[src/rtl/msk_pkg.sv]
// Shared definitions for the multi-spark ignition controller.
package msk_pkg;

    // Phase of the extra-pulse generator: low gap first, then a fired pulse.
    typedef enum logic {
        PH_GAP  = 1'b0,
        PH_FIRE = 1'b1
    } pulse_phase_e;

    // Convert a duration in half-millisecond steps into clock cycles.
    function automatic int halves_to_clks(input int halves, input int half_clks);
        return halves * half_clks;
    endfunction

endpackage

[src/rtl/msk_tick_gen.sv]
// Time-base divider.
// Produces a one-clock strobe every HALF_MS_CLKS cycles (0.5 ms) and a
// second strobe on every other one of those (1 ms).
// Assumes HALF_MS_CLKS >= 2. Both strobes are free-running from reset.
module msk_tick_gen #(
    parameter int HALF_MS_CLKS = 50000
) (
    input  logic clk,
    input  logic rst_n,
    output logic tick_half_o,
    output logic tick_ms_o
);
    localparam int DW = (HALF_MS_CLKS > 1) ? $clog2(HALF_MS_CLKS) : 1;
    localparam logic [DW-1:0] DIV_LAST = DW'(HALF_MS_CLKS - 1);

    logic [DW-1:0] div_q;
    logic          odd_q;

    assign tick_half_o = (div_q == DIV_LAST);
    assign tick_ms_o   = tick_half_o & odd_q;

    // Divider counter and half-step parity.
    always_ff @(posedge clk) begin
        if (!rst_n) begin
            div_q <= '0;
            odd_q <= 1'b0;
        end else if (tick_half_o) begin
            div_q <= '0;
            odd_q <= ~odd_q;
        end else begin
            div_q <= div_q + 1'b1;
        end
    end

    AST_MS_EVERY_OTHER_HALF: assert property (@(posedge clk) disable iff (!rst_n)
        tick_half_o |=> (odd_q != $past(odd_q)));

endmodule

[src/rtl/msk_shaper.sv]
// Contact-opening pulse shaper.
// A rising edge on the raw contact level starts a pulse of SHAPE_CLKS cycles.
// Edges seen while the pulse is high are ignored.
// Assumes points_i is already synchronous to clk.
// start_o marks the accepting edge.
// ending_o marks the last cycle of the pulse.
module msk_shaper #(
    parameter int SHAPE_CLKS = 200000
) (
    input  logic clk,
    input  logic rst_n,
    input  logic points_i,
    output logic start_o,
    output logic shaped_o,
    output logic ending_o
);
    localparam int CW = $clog2(SHAPE_CLKS + 1);
    localparam logic [CW-1:0] SHAPE_LAST = CW'(SHAPE_CLKS - 1);

    logic          raw_q;
    logic          shaped_q;
    logic [CW-1:0] cnt_q;

    assign start_o  = points_i & ~raw_q & ~shaped_q;
    assign shaped_o = shaped_q;
    assign ending_o = shaped_q & (cnt_q == '0);

    // Edge history, pulse flag and remaining-length counter.
    always_ff @(posedge clk) begin
        if (!rst_n) begin
            raw_q    <= 1'b0;
            shaped_q <= 1'b0;
            cnt_q    <= '0;
        end else begin
            raw_q <= points_i;
            if (start_o) begin
                shaped_q <= 1'b1;
                cnt_q    <= SHAPE_LAST;
            end else if (shaped_q) begin
                if (cnt_q == '0) shaped_q <= 1'b0;
                else             cnt_q    <= cnt_q - 1'b1;
            end
        end
    end

    AST_PULSE_FULL_LENGTH: assert property (@(posedge clk) disable iff (!rst_n)
        $rose(shaped_q) |-> (cnt_q == SHAPE_LAST));
    AST_EDGE_STARTS_PULSE: assert property (@(posedge clk) disable iff (!rst_n)
        (points_i && !raw_q && !shaped_q) |=> shaped_q);

endmodule

[src/rtl/msk_interval.sv]
// Period measurement and burst-window control.
// Counts 1 ms steps outside the shaped pulse, saturating at the counter maximum.
// At each accepted opening it moves the count into a down-counter and clears
// the period counter. It opens the window when the count's upper bits are
// non-zero and a full period has already been measured since reset.
// The down-counter runs on 0.5 ms steps and closes the window on reaching zero.
module msk_interval #(
    parameter int PERIOD_W  = 8,
    parameter int NIBBLE_LO = 4
) (
    input  logic clk,
    input  logic rst_n,
    input  logic start_i,
    input  logic shaped_i,
    input  logic ending_i,
    input  logic tick_half_i,
    input  logic tick_ms_i,
    output logic burst_o
);
    localparam logic [PERIOD_W-1:0] P_MAX = '1;

    logic [PERIOD_W-1:0] period_q;
    logic [PERIOD_W-1:0] down_q;
    logic                primed_q;
    logic                burst_q;
    logic                run;
    logic                long_enough;

    assign run         = ~shaped_i | ending_i;
    assign long_enough = |period_q[PERIOD_W-1:NIBBLE_LO];
    assign burst_o     = burst_q;

    // Measure, hand over at opening, then count the half-period down.
    always_ff @(posedge clk) begin
        if (!rst_n) begin
            period_q <= '0;
            down_q   <= '0;
            primed_q <= 1'b0;
            burst_q  <= 1'b0;
        end else if (start_i) begin
            down_q   <= period_q;
            period_q <= '0;
            primed_q <= 1'b1;
            burst_q  <= primed_q & long_enough;
        end else begin
            if (run && tick_ms_i && period_q != P_MAX)
                period_q <= period_q + 1'b1;
            if (run && tick_half_i && down_q != '0) begin
                down_q <= down_q - 1'b1;
                if (down_q == PERIOD_W'(1)) burst_q <= 1'b0;
            end
        end
    end

    AST_PERIOD_SATURATES: assert property (@(posedge clk) disable iff (!rst_n)
        (period_q == P_MAX && !start_i) |=> (period_q == P_MAX));
    AST_CLEAR_DURING_PULSE: assert property (@(posedge clk) disable iff (!rst_n)
        shaped_i |-> (period_q == '0));
    AST_WINDOW_NEEDS_COUNT: assert property (@(posedge clk) disable iff (!rst_n)
        burst_q |-> (down_q != '0));
    AST_FAST_NO_BURST: assert property (@(posedge clk) disable iff (!rst_n)
        (start_i && !long_enough) |=> !burst_q);
    AST_FIRST_NO_BURST: assert property (@(posedge clk) disable iff (!rst_n)
        (start_i && !primed_q) |=> !burst_q);

endmodule

[src/rtl/msk_burst_gen.sv]
// Extra-pulse generator.
// While the burst window is open and no shaped pulse is running, it alternates
// a low gap and a high pulse of PULSE_CLKS cycles each, starting with the gap.
// When the window closes or a shaped pulse starts, it drops at once and rearms
// on the gap.
module msk_burst_gen
    import msk_pkg::*;
#(
    parameter int PULSE_CLKS = 200000
) (
    input  logic clk,
    input  logic rst_n,
    input  logic burst_i,
    input  logic shaped_i,
    output logic extra_o
);
    localparam int CW = $clog2(PULSE_CLKS + 1);
    localparam logic [CW-1:0] PH_LAST = CW'(PULSE_CLKS - 1);

    pulse_phase_e  phase_q;
    logic [CW-1:0] cnt_q;
    logic          active;

    assign active  = burst_i & ~shaped_i;
    assign extra_o = active & (phase_q == PH_FIRE);

    // Gap/fire phase sequencing while the window is active.
    always_ff @(posedge clk) begin
        if (!rst_n || !active) begin
            phase_q <= PH_GAP;
            cnt_q   <= '0;
        end else if (cnt_q == PH_LAST) begin
            phase_q <= (phase_q == PH_GAP) ? PH_FIRE : PH_GAP;
            cnt_q   <= '0;
        end else begin
            cnt_q <= cnt_q + 1'b1;
        end
    end

    AST_PHASE_STARTS_CLEAN: assert property (@(posedge clk) disable iff (!rst_n)
        $rose(phase_q == PH_FIRE) |-> (cnt_q == '0));
    AST_IDLE_REARMS_GAP: assert property (@(posedge clk) disable iff (!rst_n)
        !active |=> (phase_q == PH_GAP));

endmodule

[src/rtl/multispark_ctrl.sv]
// Multi-spark ignition burst controller, top level.
// Chains the time base, opening shaper, interval logic and extra-pulse
// generator. The trigger output is the shaped pulse ORed with the burst.
// Assumes points_i is synchronous to clk and high while the contacts are open.
module multispark_ctrl
    import msk_pkg::*;
#(
    parameter int HALF_MS_CLKS = 50000,
    parameter int PERIOD_W     = 8,
    parameter int NIBBLE_LO    = 4,
    parameter int SHAPE_HALVES = 4,
    parameter int PULSE_HALVES = 4
) (
    input  logic clk,
    input  logic rst_n,
    input  logic points_i,
    output logic spark_o
);
    localparam int SHAPE_CLKS = halves_to_clks(SHAPE_HALVES, HALF_MS_CLKS);
    localparam int PULSE_CLKS = halves_to_clks(PULSE_HALVES, HALF_MS_CLKS);

    logic tick_half, tick_ms;
    logic start, shaped, ending;
    logic burst, extra;

    msk_tick_gen #(.HALF_MS_CLKS(HALF_MS_CLKS)) u_tick (
        .clk(clk), .rst_n(rst_n), .tick_half_o(tick_half), .tick_ms_o(tick_ms)
    );

    msk_shaper #(.SHAPE_CLKS(SHAPE_CLKS)) u_shape (
        .clk(clk), .rst_n(rst_n), .points_i(points_i),
        .start_o(start), .shaped_o(shaped), .ending_o(ending)
    );

    msk_interval #(.PERIOD_W(PERIOD_W), .NIBBLE_LO(NIBBLE_LO)) u_intv (
        .clk(clk), .rst_n(rst_n), .start_i(start), .shaped_i(shaped),
        .ending_i(ending), .tick_half_i(tick_half), .tick_ms_i(tick_ms),
        .burst_o(burst)
    );

    msk_burst_gen #(.PULSE_CLKS(PULSE_CLKS)) u_burst (
        .clk(clk), .rst_n(rst_n), .burst_i(burst), .shaped_i(shaped),
        .extra_o(extra)
    );

    assign spark_o = shaped | extra;

    AST_NO_EXTRA_IN_SHAPE: assert property (@(posedge clk) disable iff (!rst_n)
        shaped |-> !extra);

endmodule

[config.mk]
export PLATFORM = sky130hd
export DESIGN_NAME = multispark_ctrl
export DESIGN_NICKNAME = d
export VERILOG_FILES = /design/src/rtl/msk_pkg.sv /design/src/rtl/msk_tick_gen.sv /design/src/rtl/msk_shaper.sv /design/src/rtl/msk_interval.sv /design/src/rtl/msk_burst_gen.sv /design/src/rtl/multispark_ctrl.sv
export SDC_FILE = /design/constraint.sdc
export NUM_CORES = 1
export LEC_CHECK = 0
export BUFFER_PORTS_ARGS = -buffer_cell sky130_fd_sc_hd__buf_2
export CELL_PAD_IN_SITES_DETAIL_PLACEMENT = 0
export CELL_PAD_IN_SITES_GLOBAL_PLACEMENT = 1
export CORE_UTILIZATION = 35
export CTS_CLUSTER_DIAMETER = 120
export DETAILED_ROUTE_END_ITERATION = 8
export GPL_TIMING_DRIVEN = 0
export HOLD_SLACK_MARGIN = 0.03
export PLACE_DENSITY = 0.7
export SLEW_MARGIN = 25
export SYNTH_ARGS = -nofsm -noshare
export SYNTH_HDL_FRONTEND = slang
export SYNTH_HIERARCHICAL = 1
export SYNTH_SLANG_ARGS = --single-unit
[constraint.sdc]
create_clock -name clk -period 4.15 [get_ports clk]
set_input_delay 0 -clock clk [delete_from_list [all_inputs] [get_ports clk]]
set_output_delay 0 -clock clk [all_outputs]
set_load 0.02 [all_outputs]
==> impl_metrics.ini <==
[outcome]
status = complete, no violations

[routing]
via_count = 3184
ant_nets = 0
via_per_inst = 5.324
firstDrtPassIters = 4
dr.first_iter.drc_count = 134
drc_errors = 0
wl_per_cell_um = 13.51
routed_wl_um = 8076

[worst_setup_path]
cp_max_fo = 10
crit_type = reg2reg
startpoint_type = register
critical_path_required_ns = 4.44
cp.arrival_ns = 3.40
end_kind = register

[synth]
synth.distinct_cells = 68
seq_area_frac_synth_pct = 38.52
synth_enable_flop_cells = 0
synth_area_per_cell_um2 = 8.722
synth-seq-cells = 74
syn_area_mm2 = 0.003846
synthesis.nets = 452
ys.flop_type = dfxtp_1
synthArstFlopShare_pct = 0
ys_warn_count = 6
synthCells = 441

[cells_and_area]
multi_input_area_mm2 = 0.002216
final_cells = 598
layout_common_cells = 74 x dfxtp_1, 58 x nor2_1, 29 x nand2_1
utilization_pct = 40.73
fin_nets = 468
regArea_mm2 = 0.001481
area_growth_pct = 11.29
drive_gt1_share_pct = 11.90
n_fill_cell = 1049
final_common_cell = dfxtp_1
diodes = 0

[clock_tree]
numClockSinks = 74
root_buffer = clkbuf_8
clkLatencyLatePin_ns = 0.34
cts_resized = 0
post-cts-setup-buffers = 0
clk_pin_slew_ns = 0.08
clock_path_buffers = 2
cts_tree = built
cts_buffers = 9
h-tree-depth = 3

[global_route]
grt_pass1_wl_um = 14190
antenna_found_initial = 0
overflow = 0
grt_pass1_vias = 3022
grt_usage_pct = 15.51
grt_start_max_net_pins = 14

[power_and_ir_drop]
p_total_mw = 1.594
p_leak_nw = 1.428
ir_drop_uv = 193.8
power_density_mw_per_mm2 = 372.4

[timing]
fin_crit_ns = 3.118
max_slew_margin_pct = 59.12
tns_ns = 0
fin_crit_sh_pct = 75.13
clock_skew_ns = 0.008156
worst_pin_slew_ns = 0.6132
setup_slack_ns = 1.032
fmax_ghz = 0.3207
drv_slew = 0
rsz0062_at_grt = false
hold_viol_final = 0
setup_viol = 0

[die]
dieArea_mm2 = 0.01141
dieWidth_um = 106.8
core.rowCount = 37
start_util_pct = 36.60
die_y_um = 106.8
coreArea_mm2 = 0.01051
ios = 4

[min_path]
hp-class = in2reg

[job]
cap_violations = 0

[place]
hpwl_um = 5730
io_buffers = 3
place.gp.congestion = 0.7491
dpl_worst_slack_ns = 1.073
dp.cells = 580
[routing by layer]
metal	GRT usage, %	wire length [µm]
met5	0	0
met4	5.577	112
met3	3.100	226
met2	23.69	3613
met1	21.59	4124
[flip-flops by register name (all words and copies together), names as in the netlist]
register          flops
u_shape/raw_q         1
u_intv/burst_o        1
u_shape/cnt_q        18
u_intv/down_q         8
u_intv/period_q       8
u_intv/primed_q       1
u_burst/cnt_q        18
u_burst/phase_q       1
u_tick/odd_q          1
u_shape/shaped_o      1
u_tick/div_q         16
[critical path, stage by stage, from the launching register on]
cell      delay, ns
dfxtp_1        0.35
or4_1          0.54
clkbuf_1       0.18
or4_1          0.50
buf_2          0.21
nor3_1         0.26
nand2b_1       0.14
buf_2          0.22
nand4_2        0.16
or4_1          0.41
nand3_1        0.09
[cells by family after synthesis]
| family | share of synthesized area, % |
|---|---|
| AO/OA/AOI/OAI | 13.60 |
| XOR/XNOR | 6.831 |
| adder cells (fa/ha/maj) | 2.603 |
| buffers and inverters | 3.871 |
| flip-flops | 38.52 |
| multiplexers | 1.562 |
| AND/OR/NAND/NOR | 33.02 |
[worst paths after layout]
path	start	to	slack [ns]	cells after the start
max	u_shape/cnt_q[10]$_SDFFE_PN0P_	u_intv/down_q[7]$_SDFFE_PN0P_	1.03	10
min	points_i	u_shape/raw_q$_SDFF_PN0_	0.42	3
max reg2reg	u_shape/cnt_q[10]$_SDFFE_PN0P_	u_intv/down_q[7]$_SDFFE_PN0P_	1.03	10
min reg2reg	u_burst/cnt_q[0]$_SDFF_PP0_	u_burst/cnt_q[0]$_SDFF_PP0_	0.47	1
[cells in the mapped netlist, types with 3 or more instances]
cell / count / area share [%]
o311ai_1: 3 / 0.68
xor2_1: 6 / 1.4
a211oi_1: 4 / 0.78
nor4_1: 12 / 2.0
nand3_1: 18 / 2.3
nor4_2: 3 / 0.98
buf_2: 5 / 0.65
clkbuf_1: 6 / 0.59
o41ai_1: 5 / 1.1
ha_1: 8 / 2.6
or3_1: 9 / 1.5
and3_1: 7 / 1.1
mux2i_1: 6 / 1.6
buf_6: 3 / 0.88
and2_1: 5 / 0.81
or2_2: 4 / 0.65
a31oi_1: 9 / 1.5
inv_1: 16 / 1.6
a21oi_1: 16 / 2.1
or4b_1: 4 / 1.0
xnor2_1: 24 / 5.5
nor3b_1: 3 / 0.59
nor2_1: 58 / 5.7
o21ai_0: 13 / 1.7
nor3_1: 14 / 1.8
or4_1: 8 / 1.6
nand2b_1: 4 / 0.65
o31ai_1: 4 / 0.78
nand4_1: 11 / 1.8
nand2_1: 29 / 2.8
nand4_2: 3 / 0.98
dfxtp_1: 74 / 39
o211ai_1: 4 / 0.78
[layout make-up]
cell class,count,area share (%)
clock inverter,4,1.725
timing repair buffer,5,0.8185
tap,136,3.975
buffer,14,1.900
multi-input combinational,335,51.77
inverter,18,1.578
sequential,74,34.61
clock buffer,12,3.625
[metrics by stage]
step / hold slack, ns / area (µm²)
finish: 0.4158 / 4280
detailed placement: 0.2256 / 4031
CTS: 0.4118 / 4280
global route: 0.4313 / 4280
global placement: 0.2212 / 4031
floorplan: 0.1161 / 3846
[power by group]
group / switching [mW] / leakage (nW) / internal (mW)
clock network: 0.270 / 0.117 / 0.372
registers: 0.0278 / 0.601 / 0.733
logic: 0.117 / 0.711 / 0.0735
total: 0.415 / 1.43 / 1.18
[timing repair]
action	CTS	global route
endpoints found under the hold margin	2	0
endpoints found under the setup margin	0	0
hold buffers	2	0
No activity file was read; power rests on OpenSTA's default activity.
